==> src/rtl/i2cm_pkg.sv <==
package i2cm_pkg;

    // transaction phase of the sequencer
    typedef enum logic [2:0] {
        PH_IDLE,
        PH_START,
        PH_TXBIT,
        PH_TXACK,
        PH_FETCH,
        PH_RXBIT,
        PH_MACK,
        PH_STOP
    } phase_e;

    // length of a bus step in units of the base delay
    typedef enum logic [1:0] {
        SPAN_1D,
        SPAN_2D,
        SPAN_8D
    } span_e;

endpackage

==> src/rtl/i2cm_step_timer.sv <==
module i2cm_step_timer
    import i2cm_pkg::*;
#(
    parameter int DLY_W = 16
) (
    input  logic             clk,
    input  logic             rst_n,
    input  logic             load,
    input  span_e            span,
    input  logic [DLY_W-1:0] dly,
    output logic             expired
);
    localparam int CNT_W = DLY_W + 3;

    logic [CNT_W-1:0] cnt_q;
    logic [CNT_W-1:0] cnt_d;
    logic [DLY_W-1:0] d_eff;
    logic [1:0]       shamt;
    logic [CNT_W-1:0] steps;

    always_comb begin
        d_eff = (dly == '0) ? DLY_W'(1) : dly;
        case (span)
            SPAN_2D: shamt = 2'd1;
            SPAN_8D: shamt = 2'd3;
            default: shamt = 2'd0;
        endcase
        steps = {3'b000, d_eff} << shamt;
        if (load)
            cnt_d = steps - CNT_W'(1);
        else if (cnt_q != '0)
            cnt_d = cnt_q - CNT_W'(1);
        else
            cnt_d = cnt_q;
    end

    always_ff @(posedge clk or negedge rst_n) begin
        if (!rst_n) cnt_q <= '0;
        else        cnt_q <= cnt_d;
    end

    assign expired = (cnt_q == '0);
endmodule

==> src/rtl/i2cm_bit_shifter.sv <==
module i2cm_bit_shifter #(
    parameter int HOLD_W = 7
) (
    input  logic              clk,
    input  logic              rst_n,
    input  logic              load,
    input  logic [HOLD_W-1:0] load_val,
    input  logic              shift,
    input  logic              shift_in,
    output logic [HOLD_W-1:0] hold
);
    logic [HOLD_W-1:0] hold_q;
    logic [HOLD_W-1:0] hold_d;

    always_comb begin
        if (load)       hold_d = load_val;
        else if (shift) hold_d = {hold_q[HOLD_W-2:0], shift_in};
        else            hold_d = hold_q;
    end

    always_ff @(posedge clk or negedge rst_n) begin
        if (!rst_n) hold_q <= '0;
        else        hold_q <= hold_d;
    end

    assign hold = hold_q;
endmodule

==> src/rtl/i2c_xact_master.sv <==
module i2c_xact_master
    import i2cm_pkg::*;
#(
    parameter int LEN_W = 8,
    parameter int DLY_W = 16
) (
    input  logic             clk,
    input  logic             rst_n,
    input  logic             cmd_valid,
    output logic             cmd_ready,
    input  logic [6:0]       cmd_addr,
    input  logic [LEN_W-1:0] cmd_wr_len,
    input  logic [LEN_W-1:0] cmd_rd_len,
    input  logic [DLY_W-1:0] base_dly,
    input  logic [7:0]       wr_data,
    input  logic             wr_valid,
    output logic             wr_ready,
    output logic [7:0]       rd_data,
    output logic             rd_valid,
    output logic [LEN_W-1:0] rd_count,
    output logic             busy,
    output logic             done,
    output logic             nack_err,
    output logic             scl_drive_low,
    output logic             sda_drive_low,
    input  logic             sda_in
);
    localparam int BYTE_W = 8;
    localparam int HOLD_W = BYTE_W - 1;
    localparam int BIT_W  = $clog2(BYTE_W);
    localparam logic [BIT_W-1:0] LAST_BIT = BIT_W'(BYTE_W - 1);
    localparam logic [LEN_W-1:0] ONE_LEN  = LEN_W'(1);

    typedef struct packed {
        phase_e             ph;
        logic [1:0]         step;
        logic [BIT_W-1:0]   bitn;
        logic [LEN_W-1:0]   wr_left;
        logic [LEN_W-1:0]   rd_left;
        logic [LEN_W-1:0]   rd_cnt;
        logic [6:0]         addr;
        logic               rd_ph;
        logic               nack;
        logic               scl_lo;
        logic               sda_lo;
        logic               rdv;
        logic [BYTE_W-1:0]  rdd;
        logic               done;
        logic               err;
    } ctl_t;

    ctl_t q, n;

    logic              t_load;
    span_e             t_span;
    logic              t_exp;
    logic              s_load;
    logic [HOLD_W-1:0] s_val;
    logic              s_shift;
    logic              s_in;
    logic [HOLD_W-1:0] s_hold;

    i2cm_step_timer #(.DLY_W(DLY_W)) u_timer (
        .clk     (clk),
        .rst_n   (rst_n),
        .load    (t_load),
        .span    (t_span),
        .dly     (base_dly),
        .expired (t_exp)
    );

    i2cm_bit_shifter #(.HOLD_W(HOLD_W)) u_shift (
        .clk      (clk),
        .rst_n    (rst_n),
        .load     (s_load),
        .load_val (s_val),
        .shift    (s_shift),
        .shift_in (s_in),
        .hold     (s_hold)
    );

    always_comb begin
        n        = q;
        n.rdv    = 1'b0;
        n.done   = 1'b0;
        n.err    = 1'b0;
        t_load   = 1'b0;
        t_span   = SPAN_1D;
        s_load   = 1'b0;
        s_val    = '0;
        s_shift  = 1'b0;
        s_in     = 1'b0;
        wr_ready = 1'b0;
        cmd_ready = (q.ph == PH_IDLE);

        case (q.ph)
            PH_IDLE: begin
                if (cmd_valid) begin
                    n.ph      = PH_START;
                    n.step    = 2'd0;
                    n.addr    = cmd_addr;
                    n.wr_left = cmd_wr_len;
                    n.rd_left = cmd_rd_len;
                    n.rd_cnt  = '0;
                    n.nack    = 1'b0;
                    n.rd_ph   = (cmd_wr_len == '0) && (cmd_rd_len != '0);
                    n.sda_lo  = 1'b0;
                    t_load    = 1'b1;
                end
            end
            PH_START: begin
                if (t_exp) begin
                    t_load = 1'b1;
                    case (q.step)
                        2'd0: begin n.scl_lo = 1'b0; n.step = 2'd1; end
                        2'd1: begin n.sda_lo = 1'b1; n.step = 2'd2; end
                        2'd2: begin n.scl_lo = 1'b1; n.step = 2'd3; end
                        default: begin
                            s_load = 1'b1;
                            s_val  = {q.addr[5:0], q.rd_ph};
                            n.ph   = PH_TXBIT;
                            n.step = 2'd0;
                            n.bitn = LAST_BIT;
                            n.sda_lo = ~q.addr[6];
                        end
                    endcase
                end
            end
            PH_TXBIT: begin
                if (t_exp) begin
                    t_load = 1'b1;
                    case (q.step)
                        2'd0: begin n.scl_lo = 1'b0; n.step = 2'd1; t_span = SPAN_2D; end
                        2'd1: begin n.scl_lo = 1'b1; n.step = 2'd2; end
                        default: begin
                            n.step = 2'd0;
                            if (q.bitn != '0) begin
                                s_shift  = 1'b1;
                                n.bitn   = q.bitn - BIT_W'(1);
                                n.sda_lo = ~s_hold[HOLD_W-1];
                            end else begin
                                n.ph     = PH_TXACK;
                                n.scl_lo = 1'b0;
                                n.sda_lo = 1'b0;
                                t_span   = SPAN_2D;
                            end
                        end
                    endcase
                end
            end
            PH_TXACK: begin
                if (t_exp) begin
                    if (q.step == 2'd0) begin
                        n.nack   = sda_in;
                        n.scl_lo = 1'b1;
                        n.step   = 2'd1;
                        t_load   = 1'b1;
                    end else begin
                        n.step = 2'd0;
                        if (q.nack) begin
                            n.ph = PH_STOP; n.sda_lo = 1'b1; t_load = 1'b1;
                        end else if (q.rd_ph) begin
                            n.ph = PH_RXBIT; n.bitn = LAST_BIT; t_load = 1'b1;
                        end else if (q.wr_left != '0) begin
                            n.ph = PH_FETCH;
                        end else if (q.rd_left != '0) begin
                            n.ph = PH_START; n.rd_ph = 1'b1; t_load = 1'b1;
                        end else begin
                            n.ph = PH_STOP; n.sda_lo = 1'b1; t_load = 1'b1;
                        end
                    end
                end
            end
            PH_FETCH: begin
                wr_ready = 1'b1;
                if (wr_valid) begin
                    s_load    = 1'b1;
                    s_val     = wr_data[HOLD_W-1:0];
                    n.wr_left = q.wr_left - ONE_LEN;
                    n.ph      = PH_TXBIT;
                    n.step    = 2'd0;
                    n.bitn    = LAST_BIT;
                    n.sda_lo  = ~wr_data[BYTE_W-1];
                    t_load    = 1'b1;
                end
            end
            PH_RXBIT: begin
                if (t_exp) begin
                    t_load = 1'b1;
                    if (q.step == 2'd0) begin
                        n.scl_lo = 1'b0; n.step = 2'd1; t_span = SPAN_2D;
                    end else begin
                        s_shift  = 1'b1;
                        s_in     = sda_in;
                        n.step   = 2'd0;
                        n.scl_lo = 1'b1;
                        if (q.bitn != '0) begin
                            n.bitn = q.bitn - BIT_W'(1);
                        end else begin
                            n.rdv     = 1'b1;
                            n.rdd     = {s_hold, sda_in};
                            n.rd_cnt  = q.rd_cnt + ONE_LEN;
                            n.rd_left = q.rd_left - ONE_LEN;
                            n.sda_lo  = 1'b1;
                            n.ph      = (q.rd_left > ONE_LEN) ? PH_MACK : PH_STOP;
                        end
                    end
                end
            end
            PH_MACK: begin
                if (t_exp) begin
                    t_load = 1'b1;
                    case (q.step)
                        2'd0: begin n.scl_lo = 1'b0; n.step = 2'd1; t_span = SPAN_2D; end
                        2'd1: begin n.scl_lo = 1'b1; n.step = 2'd2; end
                        default: begin
                            n.ph = PH_RXBIT; n.step = 2'd0;
                            n.sda_lo = 1'b0; n.bitn = LAST_BIT;
                        end
                    endcase
                end
            end
            PH_STOP: begin
                if (t_exp) begin
                    case (q.step)
                        2'd0: begin
                            n.scl_lo = 1'b0; n.step = 2'd1;
                            t_load = 1'b1; t_span = SPAN_2D;
                        end
                        2'd1: begin
                            n.sda_lo = 1'b0; n.step = 2'd2;
                            t_load = 1'b1; t_span = SPAN_8D;
                        end
                        default: begin
                            n.ph   = PH_IDLE;
                            n.step = 2'd0;
                            n.done = 1'b1;
                            n.err  = q.nack;
                        end
                    endcase
                end
            end
            default: n.ph = PH_IDLE;
        endcase
    end

    always_ff @(posedge clk or negedge rst_n) begin
        if (!rst_n) begin
            q <= '{ph: PH_IDLE, default: '0};
        end else begin
            q <= n;
        end
    end

    assign busy          = (q.ph != PH_IDLE);
    assign done          = q.done;
    assign nack_err      = q.err;
    assign rd_valid      = q.rdv;
    assign rd_data       = q.rdd;
    assign rd_count      = q.rd_cnt;
    assign scl_drive_low = q.scl_lo;
    assign sda_drive_low = q.sda_lo;
endmodule

==> config.mk <==
export PLATFORM = sky130hd
export DESIGN_NAME = i2c_xact_master
export DESIGN_NICKNAME = d
export VERILOG_FILES = /design/src/rtl/i2cm_pkg.sv /design/src/rtl/i2cm_step_timer.sv /design/src/rtl/i2cm_bit_shifter.sv /design/src/rtl/i2c_xact_master.sv
export SDC_FILE = /design/constraint.sdc
export NUM_CORES = 1
export LEC_CHECK = 0
export ABC_AREA = 1
export CAP_MARGIN = 20
export CELL_PAD_IN_SITES_DETAIL_PLACEMENT = 1
export CELL_PAD_IN_SITES_GLOBAL_PLACEMENT = 1
export CORE_UTILIZATION = 40
export CTS_BUF_LIST = sky130_fd_sc_hd__clkbuf_8 sky130_fd_sc_hd__clkbuf_16
export DETAILED_ROUTE_END_ITERATION = 10
export PLACE_DENSITY = 0.83
export SYNTH_ARGS = -nofsm -noshare
export SYNTH_HDL_FRONTEND = slang
export SYNTH_HIERARCHICAL = 1
export SYNTH_SLANG_ARGS = --single-unit
==> constraint.sdc <==
create_clock -name clk -period 9.06 [get_ports clk]
set_input_delay 2.265 -clock clk [delete_from_list [all_inputs] [get_ports clk]]
set_output_delay 2.265 -clock clk [all_outputs]
set_load 0.03 [all_outputs]
==> metrics.md <==
| Metric | Value |
|---|---|
| Share of final-layout standard cells stronger than drive strength 1 | 0.0788 |
| Crit end category | flip-flop |
| Final number of hold-violating endpoints | 0 |
| Number of antenna violations at the first check in global routing | 0 |
| I/O pin count | 76 |
| Ys async rst share | 1.00 |
| Number of synthesized flops with an enable pin | 0 |
| Number of setup buffers added after CTS | 0 |
| Effective utilization at floorplan | 0.416 |
| Count of nets after finishing | 1000 |
| Combinational family with the most area after synthesis | simple AND/OR/NAND/NOR gates |
| Weighted congestion reported at the end of routability-driven placement | 0.933 |
| Die height | 123 um |
| Area overhead of the layout relative to synthesis | 17.4% |
| CP Data Arrival Time | 5.93 ns |
| Via/cell ratio | 5.33 |
| Maximum fanout along the worst path | 16 |
| DRC violation total after the first TritonRoute iteration | 329 |
| Clock tree sinks | 80 |
| Number of levels in the clock H-tree | 3 |
| Aggregate routed wire length | 18300 um |
| Die Span X | 123 um |
| Largest area contributor in the netlist | sky130_fd_sc_hd__dfrtp_1 |
| Part of the Yosys area used for sequential elements | 0.341 |
| Max-Cap Viols | 0 |
| Max frequency | 0.175 GHz |
| TritonCTS Buffers | 9 |
| First drt pass iteration count | 4 |
| Area share of fa/ha/maj cells after synthesis | 0.0277 |
| Input/output buffers | 75 |
| Count of state elements after synthesis | 80 |
| Cells along the critical path | clkdlybuf4s50_1, nand2_1, nand3_1, nand2_1, inv_1, nand3_1, nand3_1, nor2_1, nand3_2, nor2_4, nand3_1, nand2_1, nor2_2 |
| End point of the critical path | u_timer/cnt_q[17]$_DFFE_PN0P_ |
| Syn nets | 948 |
| Most used cell along the critical path | sky130_fd_sc_hd__nand3_1 |
| Reg2reg end | u_timer/cnt_q[13]$_DFFE_PN0P_ |
| Crit Path Category | input port to flip-flop |
| Type of the tightest min-delay check | flip-flop to flip-flop |
| Multiplexer area fraction after synthesis | 0.00192 |
| Global-route wire length before repair | 30300 um |
| Ys Warns | 6 |
| Fraction of the mapped netlist area in compound gates | 0.106 |
| Run status | finished clean |
| Die area | 15200 um^2 |
| Total setup violations reported at the end of the flow | 0 |
| Clock period minus final worst setup slack | 5.72 ns |
| Worst-Skew Late Latency | 0.35 ns |
| Overall routing resource usage | 0.260 |
| Mapped Area | 5870 um^2 |
| Antenna violation net count after detailed routing | 0 |
| Post-Syn Instances | 883 |
| Simple-gate share of the synthesized area | 0.401 |
| Largest incremental delay on the critical path | 0.63 ns |
| Final cycle utilization of the critical path | 0.631 |
| Total vias in the final route | 5967 |
| Total global routing overflow | 0 |
| Slowest cell on the critical path | sky130_fd_sc_hd__nand3_1 |
| Final TNS setup | 0 ns |
| Number of cell rows | 43 |
| Placeable core area | 14100 um^2 |
| Depth of the worst register-to-register path | 22 |
| Relative slew slack | 0.315 |
| Area fraction of the dominant cell type after synthesis | 0.341 |
| Number of global-route vias before repair | 6158 |
| Largest net degree at the start of global routing | 81 |
| Overall power | 0.00196 W |
| Number of pins with negative max-slew slack in the final report | 0 |
| Largest cells by area after synthesis | sky130_fd_sc_hd__dfrtp_1, sky130_fd_sc_hd__nand2_1, sky130_fd_sc_hd__nor2_1, sky130_fd_sc_hd__nand3_1, sky130_fd_sc_hd__inv_1 |
| Average wire per standard cell | 16.3 um |
| Clock tree from TritonCTS | yes |
| Post-synth top cells | sky130_fd_sc_hd__nand2_1, sky130_fd_sc_hd__nor2_1, sky130_fd_sc_hd__inv_1 |
| Worst Max-Slew Pin Slew | 1.03 ns |
| Total of hold buffers inserted after clock tree synthesis | 0 |
| Cells resized by post-CTS repair | 0 |
| Critical path launch point | cmd_valid |
| Setup repair after global routing missed its margin | no |
| Per-instance average area after synthesis | 6.65 um^2 |
| DRC violations left | 0 |
| Xor/xnor cell area share of the yosys netlist | 0.00895 |
| Worst Skew | 0.00799 ns |
| Total inserted antenna cells | 0 |
| Most repeated cell in the gate-level netlist after synthesis | sky130_fd_sc_hd__nand2_1 |
| Critical path data required time | 9.27 ns |
| Crit start category | input port |
| Power per unit of standard cell area | 285 nW/um^2 |
| Main synth FF type | sky130_fd_sc_hd__dfrtp_1 |
| Detailed placement HPWL | 13900 um |
| Static leakage power | 3.29 nW |
| Longest Clk Path Bufs | 2 |
| Maximum ir drop on the vdd rail | 0.0992 mV |
| Crit Reg-Reg Startpoint | u_timer/cnt_q[3]$_DFFE_PN0P_ |
| Register-to-register setup slack | 3.93 ns |
| Reg clk slew, reported paths | 0.07 ns |
| Buffer type at the clock tree root | sky130_fd_sc_hd__clkbuf_16 |
| Post-synthesis cell type count | 44 |
metrics by stage:
stage          instances  hold slack (ns)  cell area [um^2]  setup WS, ns  utilization
2_1_floorplan        883            0.442              5870          4.80            -
3_3_place_gp        1103            0.459              6590          3.28        0.468
3_5_place_dp        1103            0.458              6590          3.00        0.468
6_report            1119            0.470              6890          3.34        0.489
4_1_cts             1118            0.475              6860          3.32        0.487
5_1_grt             1119            0.500              6890          3.02        0.489
worst min-delay path by stage:
stage / from / end / slack [ns] / depth (start not counted)
detailed placement: q[47]$_DFFE_PN0P_ / q[47]$_DFFE_PN0P_ / 0.46 / 2
global route: q[42]$_DFFE_PN0P_ / q[42]$_DFFE_PN0P_ / 0.50 / 2
global placement: q[47]$_DFFE_PN0P_ / q[47]$_DFFE_PN0P_ / 0.46 / 2
floorplan: q[47]$_DFFE_PN0P_ / q[47]$_DFFE_PN0P_ / 0.44 / 2
CTS: q[47]$_DFFE_PN0P_ / q[47]$_DFFE_PN0P_ / 0.48 / 2
finish: q[47]$_DFFE_PN0P_ / q[47]$_DFFE_PN0P_ / 0.47 / 2
kinds of logic (layout without fill, tap and decap cells):
logic type	count (synthesis)	count (layout)
xor+xnor	6	6
compound gates	111	111
simple gates	528	528
fa+ha+maj	13	13
mux	1	1
buf+inv	144	200
flops	80	80
sequential cells by signal, indices dropped and copies added (netlist names):
| signal | count |
|---|---|
| q | 33 |
| u_timer/cnt_q | 19 |
| rd_count | 8 |
| rd_data | 8 |
| u_shift/hold | 7 |
| done | 1 |
| nack_err | 1 |
| rd_valid | 1 |
| scl_drive_low | 1 |
| sda_drive_low | 1 |
cell usage in the layout (no fill, tap or decap), types with 12 or more instances in the layout:
cell,n
sky130_fd_sc_hd__nand3_1,74
sky130_fd_sc_hd__a21oi_1,26
sky130_fd_sc_hd__inv_1,97
sky130_fd_sc_hd__o21ai_1,12
sky130_fd_sc_hd__clkdlybuf4s50_1,74
sky130_fd_sc_hd__ha_1,13
sky130_fd_sc_hd__nor2_2,12
sky130_fd_sc_hd__nand2_1,274
sky130_fd_sc_hd__dfrtp_1,80
sky130_fd_sc_hd__nor2_1,105
sky130_fd_sc_hd__nand4_1,17
sky130_fd_sc_hd__o21ai_0,47
final cells by class:
cell class | instances | area [um^2]
fill | 1866 | 7200
multi-input combinational | 659 | 3200
sequential | 80 | 2000
timing repair buffer | 77 | 783
inverter | 108 | 408
clock buffer | 9 | 225
tap | 180 | 225
clock inverter | 6 | 46.3
where the power goes:
group	leakage, nW	internal [W]	switching (W)
logic	2.14	0.000332	0.000714
registers	1.02	0.000476	0.0000962
clock network	0.128	0.000185	0.000157
critical path, delay by kind of cell:
family / cells / cell delay, ns
AND/OR/NAND/NOR: 11 / 2.95
buffers and inverters: 2 / 0.70
routing by layer:
metal	track usage	routed length, um	part of all wire
met5	0	0	0
met4	0.0979	479	0.026
met1	0.330	8570	0.47
met2	0.436	8440	0.46
met3	0.0507	790	0.043
(Power assumes the default switching activity.)
